===== src/rtl/clkdiv_pkg.sv =====
package clkdiv_pkg;
  localparam int CODE_W = 3;
  localparam int SYNC_STAGES = 2;

  typedef struct packed {
    logic [CODE_W-1:0] code;      // ratio minus one
    logic              one_shot;
    logic              sync_en;
    logic              dcs_user;
  } cfg_t;

  localparam int CFG_W = $bits(cfg_t);
endpackage


===== src/rtl/cdiv_sync_in.sv =====
module cdiv_sync_in #(
  parameter int STAGES = 2
) (
  input  logic clk_i,
  input  logic rst_ni,
  input  logic sync_i,
  output logic rise_o
);
  logic [STAGES:0] sh_q;

  always_ff @(posedge clk_i or negedge rst_ni) begin
    if (!rst_ni) sh_q <= '0;
    else         sh_q <= {sh_q[STAGES-1:0], sync_i};
  end

  // edge taken after the synchronizer, extra flop holds previous level
  assign rise_o = sh_q[STAGES-1] & ~sh_q[STAGES];
endmodule


===== src/rtl/cdiv_arm.sv =====
module cdiv_arm (
  input  logic clk_i,
  input  logic rst_ni,
  input  logic we_i,
  input  logic sync_en_i,
  input  logic one_shot_i,
  input  logic rise_i,
  output logic accept_o,
  output logic ack_o
);
  logic armed_q;

  assign accept_o = rise_i & sync_en_i & (~one_shot_i | armed_q);

  always_ff @(posedge clk_i or negedge rst_ni) begin
    if (!rst_ni) begin
      armed_q <= 1'b1;
      ack_o   <= 1'b0;
    end else begin
      ack_o <= accept_o;
      if (we_i)          armed_q <= 1'b1;
      else if (accept_o) armed_q <= 1'b0;
    end
  end
endmodule


===== src/rtl/cdiv_core.sv =====
module cdiv_core #(
  parameter int CODE_W = 3
) (
  input  logic              clk_i,
  input  logic              rst_ni,
  input  logic [CODE_W-1:0] code_i,
  input  logic              accept_i,
  output logic              div_clk_o,
  output logic              div_en_o
);
  logic [CODE_W-1:0] cnt_q, cur_q;
  logic [CODE_W:0]   n_full, half;
  logic              wrap;

  assign wrap   = (cnt_q == cur_q);
  assign n_full = {1'b0, cur_q} + 1'b1;
  assign half   = n_full >> 1;

  always_ff @(posedge clk_i or negedge rst_ni) begin
    if (!rst_ni) begin
      cnt_q <= '0;
      cur_q <= '0;
    end else if (accept_i || wrap) begin
      cnt_q <= '0;
      cur_q <= code_i;   // ratio only swaps at a period boundary
    end else begin
      cnt_q <= cnt_q + 1'b1;
    end
  end

  assign div_en_o  = (cnt_q == '0);
  assign div_clk_o = (cur_q == '0) | ({1'b0, cnt_q} < half);
endmodule


===== src/rtl/sync_clk_divider.sv =====
module sync_clk_divider
  import clkdiv_pkg::*;
(
  input  logic             clk_i,
  input  logic             rst_ni,
  input  logic             cfg_we_i,
  input  logic [CFG_W-1:0] cfg_wdata_i,
  input  logic             sync_i,
  output logic             div_clk_o,
  output logic             div_en_o,
  output logic             dcs_en_o,
  output logic             sync_ack_o
);
  cfg_t cfg_q;
  logic rise, accept;

  always_ff @(posedge clk_i or negedge rst_ni) begin
    if (!rst_ni)       cfg_q <= '0;
    else if (cfg_we_i) cfg_q <= cfg_t'(cfg_wdata_i);
  end

  assign dcs_en_o = cfg_q.dcs_user | (cfg_q.code != '0);

  cdiv_sync_in #(.STAGES(SYNC_STAGES)) u_sync (
    .clk_i (clk_i),
    .rst_ni(rst_ni),
    .sync_i(sync_i),
    .rise_o(rise)
  );

  cdiv_arm u_arm (
    .clk_i     (clk_i),
    .rst_ni    (rst_ni),
    .we_i      (cfg_we_i),
    .sync_en_i (cfg_q.sync_en),
    .one_shot_i(cfg_q.one_shot),
    .rise_i    (rise),
    .accept_o  (accept),
    .ack_o     (sync_ack_o)
  );

  cdiv_core #(.CODE_W(CODE_W)) u_core (
    .clk_i    (clk_i),
    .rst_ni   (rst_ni),
    .code_i   (cfg_q.code),
    .accept_i (accept),
    .div_clk_o(div_clk_o),
    .div_en_o (div_en_o)
  );
endmodule


===== config.mk =====
export PLATFORM = sky130hd
export DESIGN_NAME = sync_clk_divider
export DESIGN_NICKNAME = d
export VERILOG_FILES = /design/src/rtl/clkdiv_pkg.sv /design/src/rtl/cdiv_sync_in.sv /design/src/rtl/cdiv_arm.sv /design/src/rtl/cdiv_core.sv /design/src/rtl/sync_clk_divider.sv
export SDC_FILE = /design/constraint.sdc
export NUM_CORES = 1
export LEC_CHECK = 0
export BUFFER_PORTS_ARGS = -buffer_cell sky130_fd_sc_hd__clkbuf_2
export CORE_MARGIN = 5
export CORE_UTILIZATION = 40
export DETAILED_ROUTE_END_ITERATION = 16
export HOLD_SLACK_MARGIN = 0.08
export REMOVE_ABC_BUFFERS = 1
export SYNTH_ARGS = -nofsm -noshare
export SYNTH_HDL_FRONTEND = slang
export SYNTH_SLANG_ARGS = --single-unit

===== constraint.sdc =====
create_clock -name clk_i -period 3.2 [get_ports clk_i]
set_input_delay 0.32 -clock clk_i [delete_from_list [all_inputs] [get_ports clk_i]]
set_output_delay 0.32 -clock clk_i [all_outputs]
set_load 0.02 [all_outputs]

---- Yosys cells after proc, flatten, opt, wreduce, memory -nomap -nowiden ----
Index checks and enable logic that the tools add are counted.
W data, S select, Z words.
operators by class
  bitwise operators ....................... 8
  magnitude comparators ................... 1
  eq/ne operators ......................... 1
  mux-type cells .......................... 3
  reductions and logical operators ........ 5
  add/sub/neg operators ................... 2
operator list
  operator               count
  $logic_not A3 Y1       2
  $add A3 B1 Y4 const B  1
  $add A3 B1 Y3 const B  1
  $and A1 B1 Y1          3
  $eq A3 B3 Y1           1
  $lt A3 B3 Y1           1
  $mux W3                1
  $or A1 B1 Y1           3
  $reduce_bool A3 Y1     1
  $mux W1                2
  $not A1 Y1             2
  $reduce_bool A2 Y1     1
  $logic_or A1 B1 Y1     1
word-level totals
  register bits after elaboration ......... 17
  output and inout bits ................... 4

---- Depth between registers and ports, before layout ----
  word-level depth ........................ 6
  gate-level depth with buffers ........... 6
  mapped depth without buffers ............ 6

---- Hierarchy ----
Synthesis repeated with hierarchy kept, for this count alone.
unflattened totals
  cell total of the unflattened synthesis .. 64
  area total of the unflattened synthesis .. 809.5 um2
by module, submodules not included
  module            area each (um2)  cells each  sequential area each (um2)  instances
  cdiv_core         419.2            40          150.1                       1
  sync_clk_divider  230.2            14          150.1                       1
  cdiv_sync_in      88.8             4           75.1                        1
  cdiv_arm          71.3             6           51.3                        1

---- Least setup slack after synthesis ----
No wires, ideal clock.
  path kind ............................... reg-to-output
  from .................................... register u_core.cur_q[0]
  to ...................................... output div_clk_o
  setup slack ............................. 1.257 ns
  stages on the path, launching flop included .. 7
  buffers on the path ..................... 0
  data arrival time ....................... 1.623 ns
  path through ............................ dfrtp_1 -> ha_1 -> xnor2_1 -> ha_1 -> a21boi_0 -> o21a_1 -> o22ai_1
between the ends
  word-level cells in the longest chain between the ends .. 3
  elaborated cells on any way between the ends .. 4
ends and longest elaborated chain
  item                    RTL line               source
  start, declared         cdiv_core.sv:11        logic [CODE_W-1:0] cnt_q, cur_q;
  start signal, assigned  cdiv_core.sv:25        cur_q <= code_i;
  $add A3 B1 Y4           cdiv_core.sv:16        assign n_full = {1'b0, cur_q} + 1'b1;
  $lt A3 B3 Y1            cdiv_core.sv:32        assign div_clk_o = (cur_q == '0) | ({1'b0, cnt_q} < half);
  $or A1 B1 Y1 (*)        cdiv_core.sv:32
  end, declared           sync_clk_divider.sv:9  output logic div_clk_o,
Mark *: on every way between the ends. The rest lies on a longest branch, timed or not.

---- Worst setup path after layout ----
Ends and elaborated chain as after synthesis.

==> flow_summary.json <==
{
  "status": "completed",
  "viasPerCell": 4.70,
  "slew_violations": 0,
  "yosysMostFrequentCell": "dfrtp_1",
  "cp_max_fo": 5,
  "setup_tns_ps": 0,
  "wl_per_cell_um": 11.8,
  "yosysWarningCount": 0,
  "end_kind": "primary output",
  "cts.path.max_buffers": 2,
  "ir_drop_uv": 373,
  "regArea_um2": 427,
  "n_antenna_cell": 0,
  "syn_inst": 57,
  "gp_congestion": 0.711,
  "yosysTopAreaCellShare_pct": 51.3,
  "drc_errors": 0,
  "crit_arrival_ps": 1970,
  "clkSlewWorstSetupHoldPaths_ps": 110,
  "async_flop_share_pct": 100,
  "yosys.area.top_type": "dfrtp_1",
  "worst_pin_slew_ps": 404,
  "fin_nets": 91,
  "hold_viol": 0,
  "hold_class": "in -> reg",
  "min_period_over_period_pct": 71.6,
  "grt_pass1_vias": 489,
  "whs_path_depth": 1,
  "antenna_found_initial": 0,
  "fp.dieH_um": 54.2,
  "vias": 475,
  "syn_area_um2": 781,
  "fillers": 190,
  "r2r_setup_slack_ps": 1840,
  "crit_path_start_kind": "flop",
  "postCtsSetupRepairBufs": 0,
  "p_leak_uw": 0.000431,
  "synth-seq-cells": 17,
  "drtIter0Drc": 2,
  "cts_sinks": 17,
  "initial_core_util_pct": 41.1,
  "grt_pass1_wl_um": 2190,
  "p_per_area_nw_per_um2": 876,
  "maxCapViolations": 0,
  "fp-row-count": 16,
  "place_area_um2": 876,
  "synthTopCellsByCount": "dfrtp_1 (16), mux2_2 (9), ha_1 (6), inv_1 (6), xnor2_1 (4)",
  "io_buffers": 13,
  "clock_skew_ps": 10.9,
  "ioPinCount": 14,
  "multiInputGateArea_um2": 328,
  "synth.area.top_cells": "dfrtp_1 (51%), mux2_2 (13%), ha_1 (9.6%)",
  "synth-edff-count": 0,
  "hpwlAfterDp_um": 908,
  "crit_type": "reg -> out",
  "layout-drive-gt1-share_pct": 43.2,
  "reg2reg_depth": 3,
  "fmax_mhz": 437,
  "grt_max_degree": 18,
  "routed_wl_um": 1200,
  "ant_nets": 0,
  "synth_cell_type_count": 19,
  "cts_resized": 0,
  "synthFlopType": "dfrtp_1",
  "clock_latency_ps": 300,
  "die_area_um2": 2940,
  "critPathRequiredTime_ps": 2880,
  "overflow": 0,
  "cts_made_buffers": 3,
  "fp.coreArea_um2": 1900,
  "rsz0062_at_grt": "false",
  "htree_levels": 1,
  "grt_usage_pct": 11.2,
  "die_w_um": 54.2,
  "ctsHoldBuffers": 1,
  "fin_crit_ps": 2290,
  "setup_viol": 0,
  "slew_headroom_pct": 73.1,
  "first_pass_iters": 4,
  "area_growth_pct": 17.3,
  "finalInstanceArea_um2": 916,
  "avgSynthCellArea_um2": 13.7,
  "root_buffer": "clkbuf_4",
  "seq_area_frac_synth_pct": 54.6,
  "cts_tree": "done"
}
## registers in the layout, summed over array words and instances, names as in the netlist
name and count:
u_arm.ack_o 1, u_core.cnt_q 3, u_arm.armed_q 1, u_core.cur_q 3, u_sync.sh_q 3, cfg_q 6
## worst max-delay path, stage by stage (launching register included)
cell	delay (ps)
dfrtp_1	450
ha_1	230
xnor2_1	120
ha_1	270
a21boi_0	120
o21a_1	170
o22ai_1	120
clkbuf_2	190
## report_power, final
group	leakage (uW)	internal (uW)	switching, uW
logic	0.000215	191	167
registers	0.000202	266	60.4
clock network	0.0000139	47.7	71.2
## cell usage in the layout, fill, tap and decap left out
cell type       n
a21boi_0        1
a21o_1          1
a21oi_2         1
a31oi_4         1
and2_2          3
clkbuf_2       13
clkbuf_4        3
clkinvlp_4      1
dfrtp_1        16
dfstp_2         1
dlygate4sd3_1   1
ha_1            6
inv_1           6
mux2_2          9
nand3_1         1
nand3b_1        1
nor2b_1         1
o21a_1          1
o22ai_1         1
or4_1           1
xnor2_1         4
xor2_1          1
## metrics by stage
| step | total power, uW | cells | setup slack, ps | utilization [%] | hold slack, ps |
|---|---|---|---|---|---|
| 2_1_floorplan | 602 | 56 | 1260 | - | 24.4 |
| 3_3_place_gp | 681 | 96 | 1290 | 46.1 | 273 |
| 3_5_place_dp | 695 | 96 | 1250 | 46.1 | 269 |
| 4_1_cts | 818 | 101 | 895 | 48.2 | 110 |
| 5_1_grt | 875 | 101 | 811 | 48.2 | 107 |
| 6_report | 802 | 101 | 910 | 48.2 | 116 |
## routing by layer
metal / global-route usage, % / part of all wire (%) / vias up
met3: 6.09 / 7.5 / 5
met1: 12.4 / 43 / 231
li1: - / - / 226
met2: 16.9 / 47 / 13
met5: 0 / 0 / -
met4: 6.22 / 2.2 / 0
## final timing paths
path / endpoint / from
worst max register to register: u_core.cur_q[2] / u_core.cur_q[2]
min in group asynchronous: u_core.cur_q[1] / rst_ni
max in group asynchronous: u_arm.armed_q / rst_ni
worst min-delay path: u_sync.sh_q[0] / sync_i
worst max-delay path: div_clk_o / u_core.cur_q[0]
worst min register to register: u_sync.sh_q[1] / u_sync.sh_q[0]
## final cells by class
cell class                      instances  area share, %
Tap cell                               27           3.69
Sequential cell                        17           46.6
Clock inverter                          1          0.820
Multi-Input combinational cell         33           35.8
Timing Repair Buffer                   14           8.20
Clock buffer                            3           2.46
Inverter                                6           2.46
## cell families after synthesis
kind of cell / Yosys count / synth area share [%]
AOI/OAI and AO/OA: 6 / 7.53
xor gates and xnor gates: 5 / 5.61
adders and majority gates: 6 / 9.62
buffers and inverters: 7 / 3.36
DFF: 17 / 54.6
muxes: 9 / 13.0
and+or+nand+nor: 7 / 6.25
No activity file was read; power rests on OpenSTA's default activity.
